==> config.mk <==
export PLATFORM = sky130hd
export DESIGN_NAME = fdc_host_seq
export DESIGN_NICKNAME = d
export VERILOG_FILES = /design/src/rtl/fdc_seq_pkg.sv /design/src/rtl/fdc_cmd_decode.sv /design/src/rtl/fdc_drive_track.sv /design/src/rtl/fdc_result_buf.sv /design/src/rtl/fdc_host_seq.sv
export SDC_FILE = /design/constraint.sdc
export NUM_CORES = 1
export LEC_CHECK = 0
export ABC_AREA = 1
export BUFFER_PORTS_ARGS = -buffer_cell sky130_fd_sc_hd__buf_2
export CAP_MARGIN = 40
export CORE_UTILIZATION = 31
export CTS_CLUSTER_DIAMETER = 60
export DETAILED_ROUTE_END_ITERATION = 12
export SLEW_MARGIN = 40
export SYNTH_ARGS = -nofsm -noshare
export SYNTH_HDL_FRONTEND = slang
export SYNTH_HIERARCHICAL = 1
export SYNTH_SLANG_ARGS = --single-unit
export TNS_END_PERCENT = 10
==> constraint.sdc <==
create_clock -name clk -period 3.9 [get_ports clk]
set_input_delay 0.585 -clock clk [delete_from_list [all_inputs] [get_ports clk]]
set_output_delay 0.585 -clock clk [all_outputs]
set_load 0.02 [all_outputs]
==> src/rtl/fdc_seq_pkg.sv <==
package fdc_seq_pkg;
  typedef enum logic [1:0] {PH_IDLE, PH_CMD, PH_EXEC, PH_RES} phase_e;
  typedef enum logic [2:0] {
    K_INVALID, K_SPECIFY, K_SENSE, K_SEEK, K_RECAL, K_READ, K_WRITE, K_SCAN
  } kind_e;
  localparam logic [7:0] ST0_INVALID  = 8'h80;
  localparam logic [7:0] ST0_SEEK_END = 8'h20;
endpackage

==> src/rtl/fdc_cmd_decode.sv <==
module fdc_cmd_decode
  import fdc_seq_pkg::*;
#(
  parameter int CNT_W   = 4,
  parameter int XFER_NP = 8
) (
  input  logic [7:0]       cmd,
  output kind_e            kind,
  output logic [CNT_W-1:0] nparams
);
  // only the low five bits select the command
  always_comb begin
    kind    = K_INVALID;
    nparams = '0;
    case (cmd[4:0])
      5'h03:               begin kind = K_SPECIFY; nparams = CNT_W'(2); end
      5'h08:               begin kind = K_SENSE;   nparams = '0;        end
      5'h07:               begin kind = K_RECAL;   nparams = CNT_W'(1); end
      5'h0F:               begin kind = K_SEEK;    nparams = CNT_W'(2); end
      5'h06, 5'h0C:        begin kind = K_READ;    nparams = CNT_W'(XFER_NP); end
      5'h05, 5'h09:        begin kind = K_WRITE;   nparams = CNT_W'(XFER_NP); end
      5'h11, 5'h19, 5'h1D: begin kind = K_SCAN;    nparams = CNT_W'(XFER_NP); end
      default:             begin kind = K_INVALID; nparams = '0;        end
    endcase
  end
endmodule

==> src/rtl/fdc_drive_track.sv <==
module fdc_drive_track #(
  parameter int NUM_DRIVES = 4,
  parameter int DRV_W      = 2
) (
  input  logic                  clk,
  input  logic                  rst,
  input  logic                  start_vld,
  input  logic [DRV_W-1:0]      start_drv,
  input  logic [7:0]            start_cyl,
  input  logic                  done_vld,
  input  logic [DRV_W-1:0]      done_drv,
  input  logic                  clr_vld,
  input  logic [DRV_W-1:0]      clr_drv,
  output logic [NUM_DRIVES-1:0] busy,
  output logic                  done_acc,
  output logic                  pend_any,
  output logic [DRV_W-1:0]      pend_drv,
  output logic [7:0]            pend_cyl
);
  logic [NUM_DRIVES-1:0] pend;
  logic [NUM_DRIVES-1:0] done_hit;
  logic [7:0]            cyl_arr [NUM_DRIVES];

  for (genvar d = 0; d < NUM_DRIVES; d++) begin : g_drv
    logic       busy_r, pend_r;
    logic [7:0] cyl_r;
    logic       hit_start, hit_clr;
    assign hit_start   = start_vld && (start_drv == DRV_W'(d));
    assign hit_clr     = clr_vld && (clr_drv == DRV_W'(d));
    // completion counts only for a drive that is positioning
    assign done_hit[d] = done_vld && (done_drv == DRV_W'(d)) && busy_r;
    always_ff @(posedge clk) begin
      if (rst) begin
        busy_r <= 1'b0;
        pend_r <= 1'b0;
        cyl_r  <= '0;
      end else begin
        busy_r <= hit_start | (busy_r & ~done_hit[d]);
        pend_r <= done_hit[d] | (pend_r & ~hit_clr);
        if (hit_start) cyl_r <= start_cyl;
      end
    end
    assign busy[d]    = busy_r;
    assign pend[d]    = pend_r;
    assign cyl_arr[d] = cyl_r;
  end

  assign done_acc = |done_hit;
  assign pend_any = |pend;

  // lowest numbered pending drive wins
  always_comb begin
    pend_drv = '0;
    pend_cyl = '0;
    for (int d = NUM_DRIVES - 1; d >= 0; d--) begin
      if (pend[d]) begin
        pend_drv = DRV_W'(d);
        pend_cyl = cyl_arr[d];
      end
    end
  end
endmodule

==> src/rtl/fdc_result_buf.sv <==
module fdc_result_buf #(
  parameter int DEPTH = 7,
  parameter int CNT_W = 3
) (
  input  logic                  clk,
  input  logic                  rst,
  input  logic                  load,
  input  logic [CNT_W-1:0]      load_len,
  input  logic [DEPTH-1:0][7:0] load_data,
  input  logic                  take,
  output logic [7:0]            byte_o,
  output logic                  last_o
);
  localparam int IDX_W = (DEPTH > 1) ? $clog2(DEPTH) : 1;
  logic [DEPTH-1:0][7:0] mem_q;
  logic [CNT_W-1:0]      len_q;
  logic [IDX_W-1:0]      idx_q;

  always_ff @(posedge clk) begin
    if (rst) begin
      mem_q <= '0;
      len_q <= '0;
      idx_q <= '0;
    end else if (load) begin
      mem_q <= load_data;
      len_q <= load_len;
      idx_q <= '0;
    end else if (take) begin
      idx_q <= idx_q + IDX_W'(1);
    end
  end

  assign byte_o = mem_q[idx_q];
  assign last_o = (CNT_W'(idx_q) == len_q - CNT_W'(1));
endmodule

==> src/rtl/fdc_host_seq.sv <==
module fdc_host_seq
  import fdc_seq_pkg::*;
#(
  parameter int NUM_DRIVES = 4,
  parameter int MAX_PARAMS = 8,
  parameter int RES_BYTES  = 7
) (
  input  logic        clk,
  input  logic        rst,
  input  logic        wr_valid,
  input  logic [7:0]  wr_data,
  output logic        wr_ready,
  output logic        rd_valid,
  input  logic        rd_ready,
  output logic [7:0]  rd_data,
  output logic [7:0]  msr,
  output logic        exec_start,
  output logic [7:0]  exec_cmd,
  output logic [7:0]  exec_unit,
  input  logic        exec_done,
  input  logic [23:0] exec_status,
  input  logic [7:0]  exec_rdata,
  output logic        xfer_ack,
  input  logic        tc,
  input  logic        seek_done,
  input  logic [1:0]  seek_drive,
  input  logic        irq_mask,
  input  logic        drq_mask,
  output logic        irq,
  output logic        drq,
  output logic [3:0]  step_rate,
  output logic        nondma
);
  localparam int DRV_W  = (NUM_DRIVES > 1) ? $clog2(NUM_DRIVES) : 1;
  localparam int PCNT_W = $clog2(MAX_PARAMS + 1);
  localparam int PIDX_W = (MAX_PARAMS > 1) ? $clog2(MAX_PARAMS) : 1;
  localparam int RCNT_W = $clog2(RES_BYTES + 1);

  phase_e              phase_q;
  kind_e               kind_q, dec_kind;
  logic [7:0]          cmd_q;
  logic [PCNT_W-1:0]   pcnt_q, need_q, dec_np;
  logic [7:0]          par_q [MAX_PARAMS];
  logic [3:0]          step_q;
  logic                nondma_q, irq_req_q, start_q;
  logic [3:0]          flags;   // {RQM, DIO, NDM, CB}
  logic                wr_acc, rd_acc, last_par, exec_end;
  logic                seek_start, sense_now, res_load, res_last;
  logic [RCNT_W-1:0]   res_len;
  logic [RES_BYTES-1:0][7:0] res_bytes;
  logic [7:0]          res_byte;
  logic [DRV_W-1:0]    start_drv, pend_drv;
  logic [7:0]          start_cyl, pend_cyl;
  logic [NUM_DRIVES-1:0] busy;
  logic                pend_any, done_acc;

  fdc_cmd_decode #(.CNT_W(PCNT_W), .XFER_NP(MAX_PARAMS)) i_dec (
    .cmd(wr_data), .kind(dec_kind), .nparams(dec_np));

  // phase flag encodings
  always_comb begin
    case (phase_q)
      PH_CMD:  flags = 4'b1001;
      PH_EXEC: flags = (kind_q == K_READ) ? 4'b1111 : 4'b1011;
      PH_RES:  flags = 4'b1101;
      default: flags = 4'b1000;
    endcase
  end

  assign msr      = {flags, 4'(busy)};
  assign wr_ready = flags[3] & ~flags[2];
  assign rd_valid = flags[3] & flags[2];
  assign wr_acc   = wr_valid & wr_ready;
  assign rd_acc   = rd_valid & rd_ready;
  assign rd_data  = (phase_q == PH_RES) ? res_byte : exec_rdata;
  assign xfer_ack = (phase_q == PH_EXEC) & (wr_acc | rd_acc);

  assign last_par   = wr_acc && (phase_q == PH_CMD) && (pcnt_q == need_q - PCNT_W'(1));
  assign seek_start = last_par && ((kind_q == K_SEEK) || (kind_q == K_RECAL));
  assign start_drv  = (kind_q == K_RECAL) ? wr_data[DRV_W-1:0] : par_q[0][DRV_W-1:0];
  assign start_cyl  = (kind_q == K_RECAL) ? 8'h00 : wr_data;
  assign sense_now  = wr_acc && (phase_q == PH_IDLE) && (dec_kind == K_SENSE);
  assign exec_end   = (phase_q == PH_EXEC) && (tc || exec_done);

  fdc_drive_track #(.NUM_DRIVES(NUM_DRIVES), .DRV_W(DRV_W)) i_drv (
    .clk(clk), .rst(rst),
    .start_vld(seek_start), .start_drv(start_drv), .start_cyl(start_cyl),
    .done_vld(seek_done), .done_drv(seek_drive[DRV_W-1:0]),
    .clr_vld(sense_now & pend_any), .clr_drv(pend_drv),
    .busy(busy), .done_acc(done_acc), .pend_any(pend_any),
    .pend_drv(pend_drv), .pend_cyl(pend_cyl));

  // result byte assembly
  always_comb begin
    res_load  = 1'b0;
    res_len   = '0;
    res_bytes = '0;
    if (wr_acc && (phase_q == PH_IDLE) && (dec_kind == K_INVALID)) begin
      res_load     = 1'b1;
      res_len      = RCNT_W'(1);
      res_bytes[0] = ST0_INVALID;
    end else if (sense_now) begin
      res_load = 1'b1;
      if (pend_any) begin
        res_len      = RCNT_W'(2);
        res_bytes[0] = ST0_SEEK_END | 8'(pend_drv);
        res_bytes[1] = pend_cyl;
      end else begin
        res_len      = RCNT_W'(1);
        res_bytes[0] = ST0_INVALID;
      end
    end else if (exec_end) begin
      res_load     = 1'b1;
      res_len      = RCNT_W'(7);
      res_bytes[0] = {exec_status[7:3], par_q[0][2:0]};
      res_bytes[1] = exec_status[15:8];
      res_bytes[2] = exec_status[23:16];
      for (int i = 0; i < 4; i++) res_bytes[3+i] = par_q[1+i];
    end
  end

  fdc_result_buf #(.DEPTH(RES_BYTES), .CNT_W(RCNT_W)) i_res (
    .clk(clk), .rst(rst), .load(res_load), .load_len(res_len),
    .load_data(res_bytes), .take(rd_acc && (phase_q == PH_RES)),
    .byte_o(res_byte), .last_o(res_last));

  // synchronous reset to idle
  always_ff @(posedge clk) begin
    if (rst) begin
      phase_q   <= PH_IDLE;
      kind_q    <= K_INVALID;
      cmd_q     <= '0;
      pcnt_q    <= '0;
      need_q    <= '0;
      step_q    <= '0;
      nondma_q  <= 1'b0;
      irq_req_q <= 1'b0;
      start_q   <= 1'b0;
      for (int i = 0; i < MAX_PARAMS; i++) par_q[i] <= '0;
    end else begin
      start_q   <= 1'b0;
      // raise on completion events, drop after the last result byte
      irq_req_q <= (irq_req_q & ~(rd_acc && (phase_q == PH_RES) && res_last))
                   | exec_end | done_acc;
      case (phase_q)
        PH_IDLE: if (wr_acc) begin
          cmd_q  <= wr_data;
          kind_q <= dec_kind;
          need_q <= dec_np;
          pcnt_q <= '0;
          phase_q <= ((dec_kind == K_INVALID) || (dec_kind == K_SENSE)) ? PH_RES : PH_CMD;
        end
        PH_CMD: if (wr_acc) begin
          par_q[pcnt_q[PIDX_W-1:0]] <= wr_data;
          pcnt_q <= pcnt_q + PCNT_W'(1);
          if (last_par) begin
            case (kind_q)
              K_SPECIFY: begin
                step_q   <= par_q[0][7:4];
                nondma_q <= wr_data[0];
                phase_q  <= PH_IDLE;
              end
              K_SEEK, K_RECAL: begin
                start_q <= 1'b1;
                phase_q <= PH_IDLE;
              end
              default: begin
                start_q <= 1'b1;
                phase_q <= PH_EXEC;
              end
            endcase
          end
        end
        PH_EXEC: if (exec_end) phase_q <= PH_RES;
        default: if (rd_acc && res_last) phase_q <= PH_IDLE;
      endcase
    end
  end

  assign exec_start = start_q;
  assign exec_cmd   = cmd_q;
  assign exec_unit  = par_q[0];
  assign step_rate  = step_q;
  assign nondma     = nondma_q;
  assign irq        = irq_req_q & ~irq_mask;
  assign drq        = (phase_q == PH_EXEC) & ~nondma_q & ~drq_mask;
endmodule

Yosys cells after proc, flatten, opt, wreduce, memory -nomap -nowiden --
Memories as Yosys holds them, arrays and structs flattened. Cells that the tools add are included.
Storage, ports and cells: bits in registers 130, input port bits 51, memory bits (read-only) 192, output and inout bits 43, memories kept 2, word-level logic and storage cells 201, RAM bits 64
Memory list:
- (name not given) | depth 32, bits a word 6, rd ports 1, clocked after memory_dff 0, wr ports 0, RTL line fdc_cmd_decode.sv:15 | case (cmd[4:0])
- par_q | depth 8, bits a word 8, rd ports 5, clocked after memory_dff 0, wr ports 8, RTL line fdc_host_seq.sv:43 | logic [7:0] par_q [MAX_PARAMS];
Cells by class: bitwise operators 45, multiplexer cells 50, equal/unequal tests 23, magnitude comparators 1, reductions and logical operators 46, add/subtract/negate cells 4
Operators by type and width (count):
- 8-bit two-way mux | 11
- 56-bit two-way mux | 1
- 48-bit two-way mux | 1
- 40-bit two-way mux | 1
- 1-bit logical AND | 26
- 2-bit two-way mux | 13
- 8-bit binary-select mux with 3-bit select | 1
- 1-bit bitwise AND | 16
- 2-bit == test, second input constant | 8
- 16-bit two-way mux | 1
- 1-bit NOT | 16
- 3-bit two-way mux | 5
- 4-bit OR reduction | 3
- 1-bit two-way mux | 11
- 1-bit OR | 11
- 3-bit one-hot mux with 3 select lines | 1
- 2-bit by 1-bit == test with 1-bit output, second input constant | 4
- 2-bit zero test | 4
- 4-bit two-way mux | 2
- 2-bit != test, second input constant | 4
- 4-bit one-hot mux with 2 select lines | 1
- 8-bit OR reduction | 1
- 3-bit by 2-bit == test with 1-bit output, second input constant | 2
- 3-bit == test, second input constant | 2
- 20 further kinds | 23

Logic depth before layout (Yosys ltp) --
Gate-level depths: netlist of run 1.
word-level depth 13, depth in mapped cells 19

Modules after synthesis --
The synthesis of run 1 kept the hierarchy.
By module, submodules not included:
- fdc_host_seq | sequential area each 1761.7 sq um, times used 1, area an instance 3636.0 sq um, cells an instance 467
- fdc_result_buf | sequential area each 1241.2 sq um, times used 1, area an instance 2900.3 sq um, cells an instance 416
- fdc_drive_track | sequential area each 800.8 sq um, times used 1, area an instance 2044.5 sq um, cells an instance 296
- fdc_cmd_decode | sequential area each 0.0 sq um, times used 1, area an instance 265.3 sq um, cells an instance 51

Least setup slack after synthesis of run 1 --
No wires, ideal clock.
kind input to register, from input port wr_data[1], to register i_res/mem_q[15] in the netlist's numbering, required time 3.781 ns, data arrival time 2.292 ns, stages on the path 17, library setup time 0.119 ns, setup slack 1.489 ns, cell sequence inv_1 > ha_1 > inv_1 > nand3_1 > nand3_1 > nand2_1 > nand2_1 > nor3_2 > inv_1 > nor2_1 > inv_1 > nand2_2 > inv_2 > buf_2 > a22o_1 > o21ai_0 > a21oi_1
RTL lines:
- start: declaration | RTL line fdc_host_seq.sv:11 | input logic [7:0] wr_data,
- end signal: assignment | RTL line fdc_result_buf.sv:25 | mem_q <= load_data;
- end: declaration | RTL line fdc_result_buf.sv:15 | logic [DEPTH-1:0][7:0] mem_q;

Worst setup path after layout of run 1 --
from register i_res.idx_q[0], to output port rd_data[0]
On the way: longest elaborated chain between the ends 3
RTL lines:
- start: declaration | RTL line fdc_result_buf.sv:17 | logic [IDX_W-1:0] idx_q;
- start signal: assignment | RTL line fdc_result_buf.sv:29 | idx_q <= idx_q + IDX_W'(1);
- 8-bit binary-select mux with 3-bit select | RTL line fdc_result_buf.sv:33 | assign byte_o = mem_q[idx_q];
- 8-bit two-way mux (not written as such) | RTL line fdc_result_buf.sv:33
- named net res_byte[0] | RTL line fdc_host_seq.sv:51 | logic [7:0] res_byte;
- 8-bit two-way mux | RTL line fdc_host_seq.sv:75 | assign rd_data = (phase_q == PH_RES) ? res_byte : exec_rdata;
- end: declaration | RTL line fdc_host_seq.sv:15 | output logic [7:0] rd_data,
The timed path passes the listed nets, and every way through them passes these cells. The select of a mux whose other input is x is not followed.

==> results of run 1 <==
==> power groups by stage <==
stage	Clock (mW)	Sequential (mW)	Combinational [mW]
after floorplan	0	2.26	1.15
after global placement	0	2.24	1.47
after detailed placement	0	2.25	1.49
after CTS	1.85	2.21	1.50
after global routing	1.92	2.24	1.71
final	1.82	2.21	1.50
==> cell families after synthesis <==
kind of cell | count (synthesis) | share of synthesized area [%]
flops | 170 | 43.0
xor+xnor | 3 | 0.297
simple gates | 587 | 29.0
other cells | 2 | 0.0849
buf+inv | 248 | 12.8
compound gates | 206 | 12.8
fa+ha+maj | 14 | 1.98
==> critical path: stages, from the launching register on <==
cell     delay (ps)
dfxtp_1         820
inv_4           270
nand2_1         140
nand3_1         150
nand2_1         100
nand2_1          60
nand2_1          80
nand2_1          80
nand2_1         100
buf_2           160
==> stage by stage <==
step / area, sq um / setup slack, ps / total power [mW]
floorplan: 8850 / 1490 / 3.41
global placement: 9420 / 752 / 3.71
detailed placement: 9420 / 701 / 3.74
CTS: 10100 / 913 / 5.56
global route: 10100 / 753 / 5.87
finish: 10100 / 937 / 5.52
==> sequential cells by signal (all words and copies together), names as in the netlist <==
name	flops
step_rate	4
kind_q	3
i_drv/g_drv.cyl_r	32
exec_cmd	8
irq_req_q	1
i_res/len_q	3
par_q	40
pcnt_q	4
need_q	4
phase_q	2
exec_start	1
i_drv/g_drv.busy_r	4
i_res/mem_q	56
nondma	1
i_drv/g_drv.pend_r	4
i_res/idx_q	3
==> cells in the final DEF, fill, tap and decap left out, types with 23 or more instances in the layout <==
master	instances
nand4_1	23
o21ai_0	34
nand2_1	283
o21ai_1	45
a21oi_1	100
edfxtp_1	40
inv_1	163
buf_2	89
nand3_1	58
dfxtp_1	130
nor2_1	183
==> routing by layer <==
metal  global-route usage [%]  vias to the layer above  share of wire [%]
met5                        0                        -                  0
met4                     4.19                        0                1.1
met3                     2.73                       16                3.5
met2                     26.6                      144                 48
met1                     20.0                     3416                 48
li1                         -                     3987                  -
==> area by class of cell <==
class	instances	share of cell area (%)
Sequential cell	170	37.8
Clock buffer	22	5.07
Multi-Input combinational cell	812	38.8
Inverter	182	6.92
Tap cell	378	4.70
Clock inverter	10	1.34
Timing Repair Buffer	98	5.34
==> worst max-delay path by stage <==
| stage | from | end | slack, ps | cells after the start |
|---|---|---|---|---|
| final | i_res/idx_q[0]$_SDFFE_PP0P_ | rd_data[0] | 940 | 9 |
| after global routing | i_res/idx_q[0]$_SDFFE_PP0P_ | rd_data[0] | 750 | 9 |
| after CTS | i_res/idx_q[0]$_SDFFE_PP0P_ | rd_data[0] | 910 | 9 |
| after detailed placement | wr_data[0] | i_res/mem_q[15]$_SDFFE_PP0P_ | 700 | 16 |
| after global placement | wr_data[0] | i_res/mem_q[12]$_SDFFE_PP0P_ | 750 | 16 |
| after floorplan | wr_data[1] | i_res/mem_q[15]$_SDFFE_PP0P_ | 1490 | 17 |
==> results.yml, run 1 <==
logic_synthesis:
  yosysUniqueCellTypes: 41
  netlist_area_sq_um: 8850
  synth_most_common_cell: "nand2_1"
  synthArstFlopShare_pct: 0
  synth-edff-count: 40
  ys_seq_area_share_pct: 43.0
  yosys-top-cells-area: "dfxtp_1 29%, edfxtp_1 14%, nand2_1 12%"
  synth_area_leader_cell: "dfxtp_1"
  syn_inst: 1230
  synth_common_cells: "283 x nand2_1, 184 x nor2_1, 164 x inv_1"
  yosysWarnings: 6
  synth-seq-cells: 170
  avgSynthCellArea_sq_um: 7.19
  yosysTopAreaCellShare_pct: 29.4
  synth-main-ff-cell: "dfxtp_1"
  synth_nets: 1295
layout:
  fin_util_pct: 36.0
  fin_cells: 1672
  nets: 1346
  drive_gt1_share_pct: 14.1
  multi_input_area_sq_um: 3910
  num-fill-cells: 3005
  regArea_sq_um: 3800
  antenna_cells: 0
  area_growth_pct: 13.8
sta:
  relSlewSlack_pct: 48.8
  fin_crit_sh_pct: 76.0
  drv_slew: 0
  max_freq_mhz: 337
  fin_setup_tns_ps: 0
  hold_viol_final: 0
  hold_slack_ps: 455
  fin_crit_ps: 2960
  rsz0062_at_grt: "no"
  worstMarginPinSlew_ps: 767
  finalSetupViolations: 0
  skew_ps: 12.3
placed_design:
  gp_congestion: 0.829
  post-dp-hpwl_um: 15900
  io_buffers: 89
  dp.cells: 1640
worst_setup_path:
  path_class: "reg -> out"
  critPathMaxFanout: 26
  cp.required_ps: 3310
  arrival_ps: 2380
  r2r_slack_ps: 1150
  timing.rr.start: "phase_q[0]$_SDFFE_PP0P_"
  rr_endpoint: "i_drv/g_drv[1].cyl_r[0]$_SDFFE_PP0P_"
  crit_path_end_kind: "output pin"
  start_kind: "flip-flop"
  r2r_cells: 15
die:
  die_w_um: 171
  core-area_sq_um: 27900
  dieArea_sq_um: 29200
  fp.dieH_um: 171
  ios: 94
  row_count: 61
  initial_core_util_pct: 31.7
power_and_ir_drop:
  p_leak_nw: 4.63
  irDropWorstVdd_v: 0.000234
  switching_power_mw: 1.83
  seq_power_share_pct: 40.0
  clkPwrFrac_pct: 32.9
  switching_share_pct: 33.2
  power_density_nw_per_um2: 549
  p_int_mw: 3.69
  combPwrFrac_pct: 27.1
route:
  ant_nets: 0
  drt_iter0_drc: 536
  avgViaCountPerCell: 4.52
  drc_errors: 0
  wirelength_um: 22200
  vias: 7563
  first_pass_iters: 4
  wl_per_cell_um: 13.3
cts:
  cts_resized: 0
  clk-insertion-delay-late_ps: 430
  post-cts-setup-buffer-count: 0
  cts_inserted_buffers: 17
  cts_max_path_buffers: 2
  cts_tree: "done"
  hold_buffers: 0
  htree_levels: 4
  clk_pin_slew_ps: 60
  clockRootBuffer: "clkbuf_16"
  cts_sinks: 170
outcome:
  status: "complete, no violations"
min_path:
  hp-class: "reg -> reg"
  hold_start: "i_res/mem_q[7]$_SDFFE_PP0P_"
  min_to: "i_res/mem_q[7]$_SDFFE_PP0P_"
  holdPathStages: 2
global_route:
  grt_pass1_vias: 7012
  grt_max_degree: 61
  grtUsageTotal_pct: 15.5
  grt_overflow: 0
  grt_pass1_wl_um: 35500
  antenna_found_initial: 0
flow_run:
  maxCapViolCount: 0
(Power assumes the default switching activity.)
==> inputs of run 2 (changes only) <==
--- a/config.mk
+++ b/config.mk
@@ -5,7 +5,7 @@
 export SDC_FILE = /design/constraint.sdc
 export NUM_CORES = 1
 export LEC_CHECK = 0
-export ABC_AREA = 1
+export ABC_AREA = 0
 export BUFFER_PORTS_ARGS = -buffer_cell sky130_fd_sc_hd__buf_2
 export CAP_MARGIN = 40
 export CORE_UTILIZATION = 31
==> constraint.sdc (replaced) <==
create_clock -name clk -period 2.9 [get_ports clk]
set_input_delay 0.435 -clock clk [delete_from_list [all_inputs] [get_ports clk]]
set_output_delay 0.435 -clock clk [all_outputs]
set_load 0.02 [all_outputs]
==> run 2 against run 1 <==
First-iteration DRC count down 20%; worst setup slack lost 720 ps; sequential cell count is the same; total power is 12% higher; wire length fell by 2.1%; sequential share of layout area rose by 0.69 points; non-clock buffer count is 22 higher; clock power is 16% higher; sequential power up 18%; hold slack got worse by 110 ps; critical path type unchanged.
==> results.yml, run 2 <==
outcome:
  status: "complete, no violations"
route:
  vias: 6496
  wl_per_cell_um: 16.1
  drt_iter0_drc: 431
  ant_nets: 0
  first_pass_iters: 4
  wirelength_um: 21700
  avgViaCountPerCell: 4.82
  drc_errors: 0
worst_setup_path:
  timing.rr.start: "phase_q[0]$_SDFFE_PP0P_"
  critPathMaxFanout: 12
  cp.required_ps: 2470
  start_kind: "flip-flop"
  path_class: "reg -> out"
  r2r_cells: 9
  crit_path_end_kind: "output pin"
  rr_endpoint: "par_q[2][5]$_SDFFCE_PN0P_"
  arrival_ps: 2250
  r2r_slack_ps: 240
sta:
  drv_slew: 0
  fin_crit_sh_pct: 92.5
  fin_crit_ps: 2680
  max_freq_mhz: 373
  fin_setup_tns_ps: 0
  rsz0062_at_grt: "no"
  hold_viol_final: 0
  relSlewSlack_pct: 47.6
  worstMarginPinSlew_ps: 786
  fin_ws_ps: 217
  skew_ps: 8.82
  finalSetupViolations: 0
cts:
  clockRootBuffer: "clkbuf_16"
  post-cts-setup-buffer-count: 0
  hold_buffers: 0
  cts_inserted_buffers: 17
  htree_levels: 4
  cts_tree: "done"
  clk_pin_slew_ps: 60
  cts_sinks: 170
  cts_max_path_buffers: 2
  clk-insertion-delay-late_ps: 430
  cts_resized: 0
global_route:
  grtUsageTotal_pct: 15.5
  grt_max_degree: 73
  grt_overflow: 0
  antenna_found_initial: 0
  grt_pass1_wl_um: 33600
  grt_pass1_vias: 6009
min_path:
  hold_start: "exec_status[5]"
  holdPathStages: 4
  hp-class: "in -> reg"
  min_to: "i_res/mem_q[5]$_SDFFE_PP0P_"
logic_synthesis:
  synth_area_leader_cell: "dfxtp_1"
  avgSynthCellArea_sq_um: 9.26
  synth_most_common_cell: "dfxtp_1"
  synth-main-ff-cell: "dfxtp_1"
  synth_nets: 989
  syn_inst: 924
  synth-edff-count: 40
  yosysUniqueCellTypes: 68
  yosysTopAreaCellShare_pct: 30.4
  synthArstFlopShare_pct: 0
  yosysWarnings: 6
  ys_seq_area_share_pct: 44.4
  yosys-top-cells-area: "dfxtp_1 30%, edfxtp_1 14%, mux2i_1 11%"
  synth_common_cells: "130 x dfxtp_1, 126 x nand2_1, 90 x mux2i_1"
  synth-seq-cells: 170
  netlist_area_sq_um: 8560
placed_design:
  pre_cts_ws_ps: 185
  io_buffers: 89
  gp_congestion: 0.804
  post-dp-hpwl_um: 15100
layout:
  regMostFlops: "i_res/mem_q"
  num-fill-cells: 2771
  drive_gt1_share_pct: 18.3
  largest_reg_flops: 56
  final_common_cell: "dfxtp_1"
  area_growth_pct: 15.5
  layout_common_cells: "130 x dfxtp_1, 126 x nand2_1, 90 x mux2i_1"
  nets: 1059
  largestRegisters: "i_res/mem_q x56, par_q x40, i_drv/g_drv.cyl_r x32"
power_and_ir_drop:
  irDropWorstVdd_v: 0.000390
  power_density_nw_per_um2: 628
  fin_total_pwr_mw: 6.21
  p_leak_nw: 3.72
die:
  row_count: 60
  core-area_sq_um: 27000
  dieArea_sq_um: 28300
  initial_core_util_pct: 31.7
  ios: 94
  die_w_um: 168
  fp.dieH_um: 168
flow_run:
  maxCapViolCount: 0
run 2: cell count changes in the layout (fill, tap and decap cells not counted), sizes merged, moves of 44 or more:
cell   delta
nand2   -163
inv     -156
nor2    -105
mux2i    +90
and2     +85
o21ai    -71
nand3    -57
a21oi    -44
run 2: worst max-delay path, cell delays in order, from the launching register on:
cell and delay [ps]:
dfxtp_1 460, nor2_1 530, a22o_1 290, a31oi_1 80, mux2_2 300, buf_2 160
run 2: worst max-delay path by stage:
| stage | start | to | slack, ps | cells after the start |
|---|---|---|---|---|
| after floorplan | phase_q[0]$_SDFFE_PP0P_ | par_q[2][0]$_SDFFCE_PN0P_ | 150 | 9 |
| after global placement | wr_data[0] | i_res/mem_q[21]$_SDFFE_PP0P_ | 220 | 12 |
| after detailed placement | wr_data[0] | i_res/mem_q[41]$_SDFFE_PP0P_ | 180 | 12 |
| after CTS | i_res/idx_q[2]$_SDFFE_PP0P_ | rd_data[5] | 170 | 5 |
| after global routing | i_res/idx_q[2]$_SDFFE_PP0P_ | rd_data[5] | 30 | 5 |
| final | i_res/idx_q[2]$_SDFFE_PP0P_ | rd_data[5] | 220 | 5 |
run 2: area by class of cell:
cell class,count,area [sq um],share of cell area [%]
multi-input combinational,662,4290,43.4
sequential,170,3800,38.5
timing repair buffer,120,731,7.39
clock buffer,23,478,4.83
tap,341,427,4.32
inverter,23,86.3,0.873
clock inverter,9,65.1,0.658
antenna,1,2.50,0.0253
run 2: through the flow:
stage          hold WS (ps)  cells  utilization, %  area (sq um)
6_report                348   1349            36.6          9890
5_1_grt                 359   1348            36.6          9880
4_1_cts                 333   1348            36.6          9880
3_5_place_dp            447   1316            34.6          9340
3_3_place_gp            442   1316            34.6          9340
2_1_floorplan           436    924               -          8560
run 2: per-layer routing:
layer	GRT usage, %	wire length, um	up-vias
li1	-	-	3278
met1	21.1	10400	3076
met2	24.8	10000	135
met3	2.96	1020	7
met4	4.47	221	0
met5	0	0	-
run 2: cells by family (layout without fill, tap and decap cells):
family	Yosys count	in the layout	share of synthesized area [%]
other	2	3	0.0877
adders and majority gates	14	14	2.05
and+or+nand+nor	392	392	23.6
AOI/OAI and AO/OA	137	137	10.4
DFF	170	170	44.4
buffers and inverters	92	175	5.61
xor gates and xnor gates	15	15	1.71
muxes	102	102	12.1
run 2: where the power goes:
group	total (mW)	switching, mW	internal (mW)	leakage [nW]
Combinational	1.48	0.866	0.615	1.99
Clock	2.12	0.950	1.17	0.265
Sequential	2.61	0.0777	2.53	1.46
Total	6.21	1.89	4.32	3.72
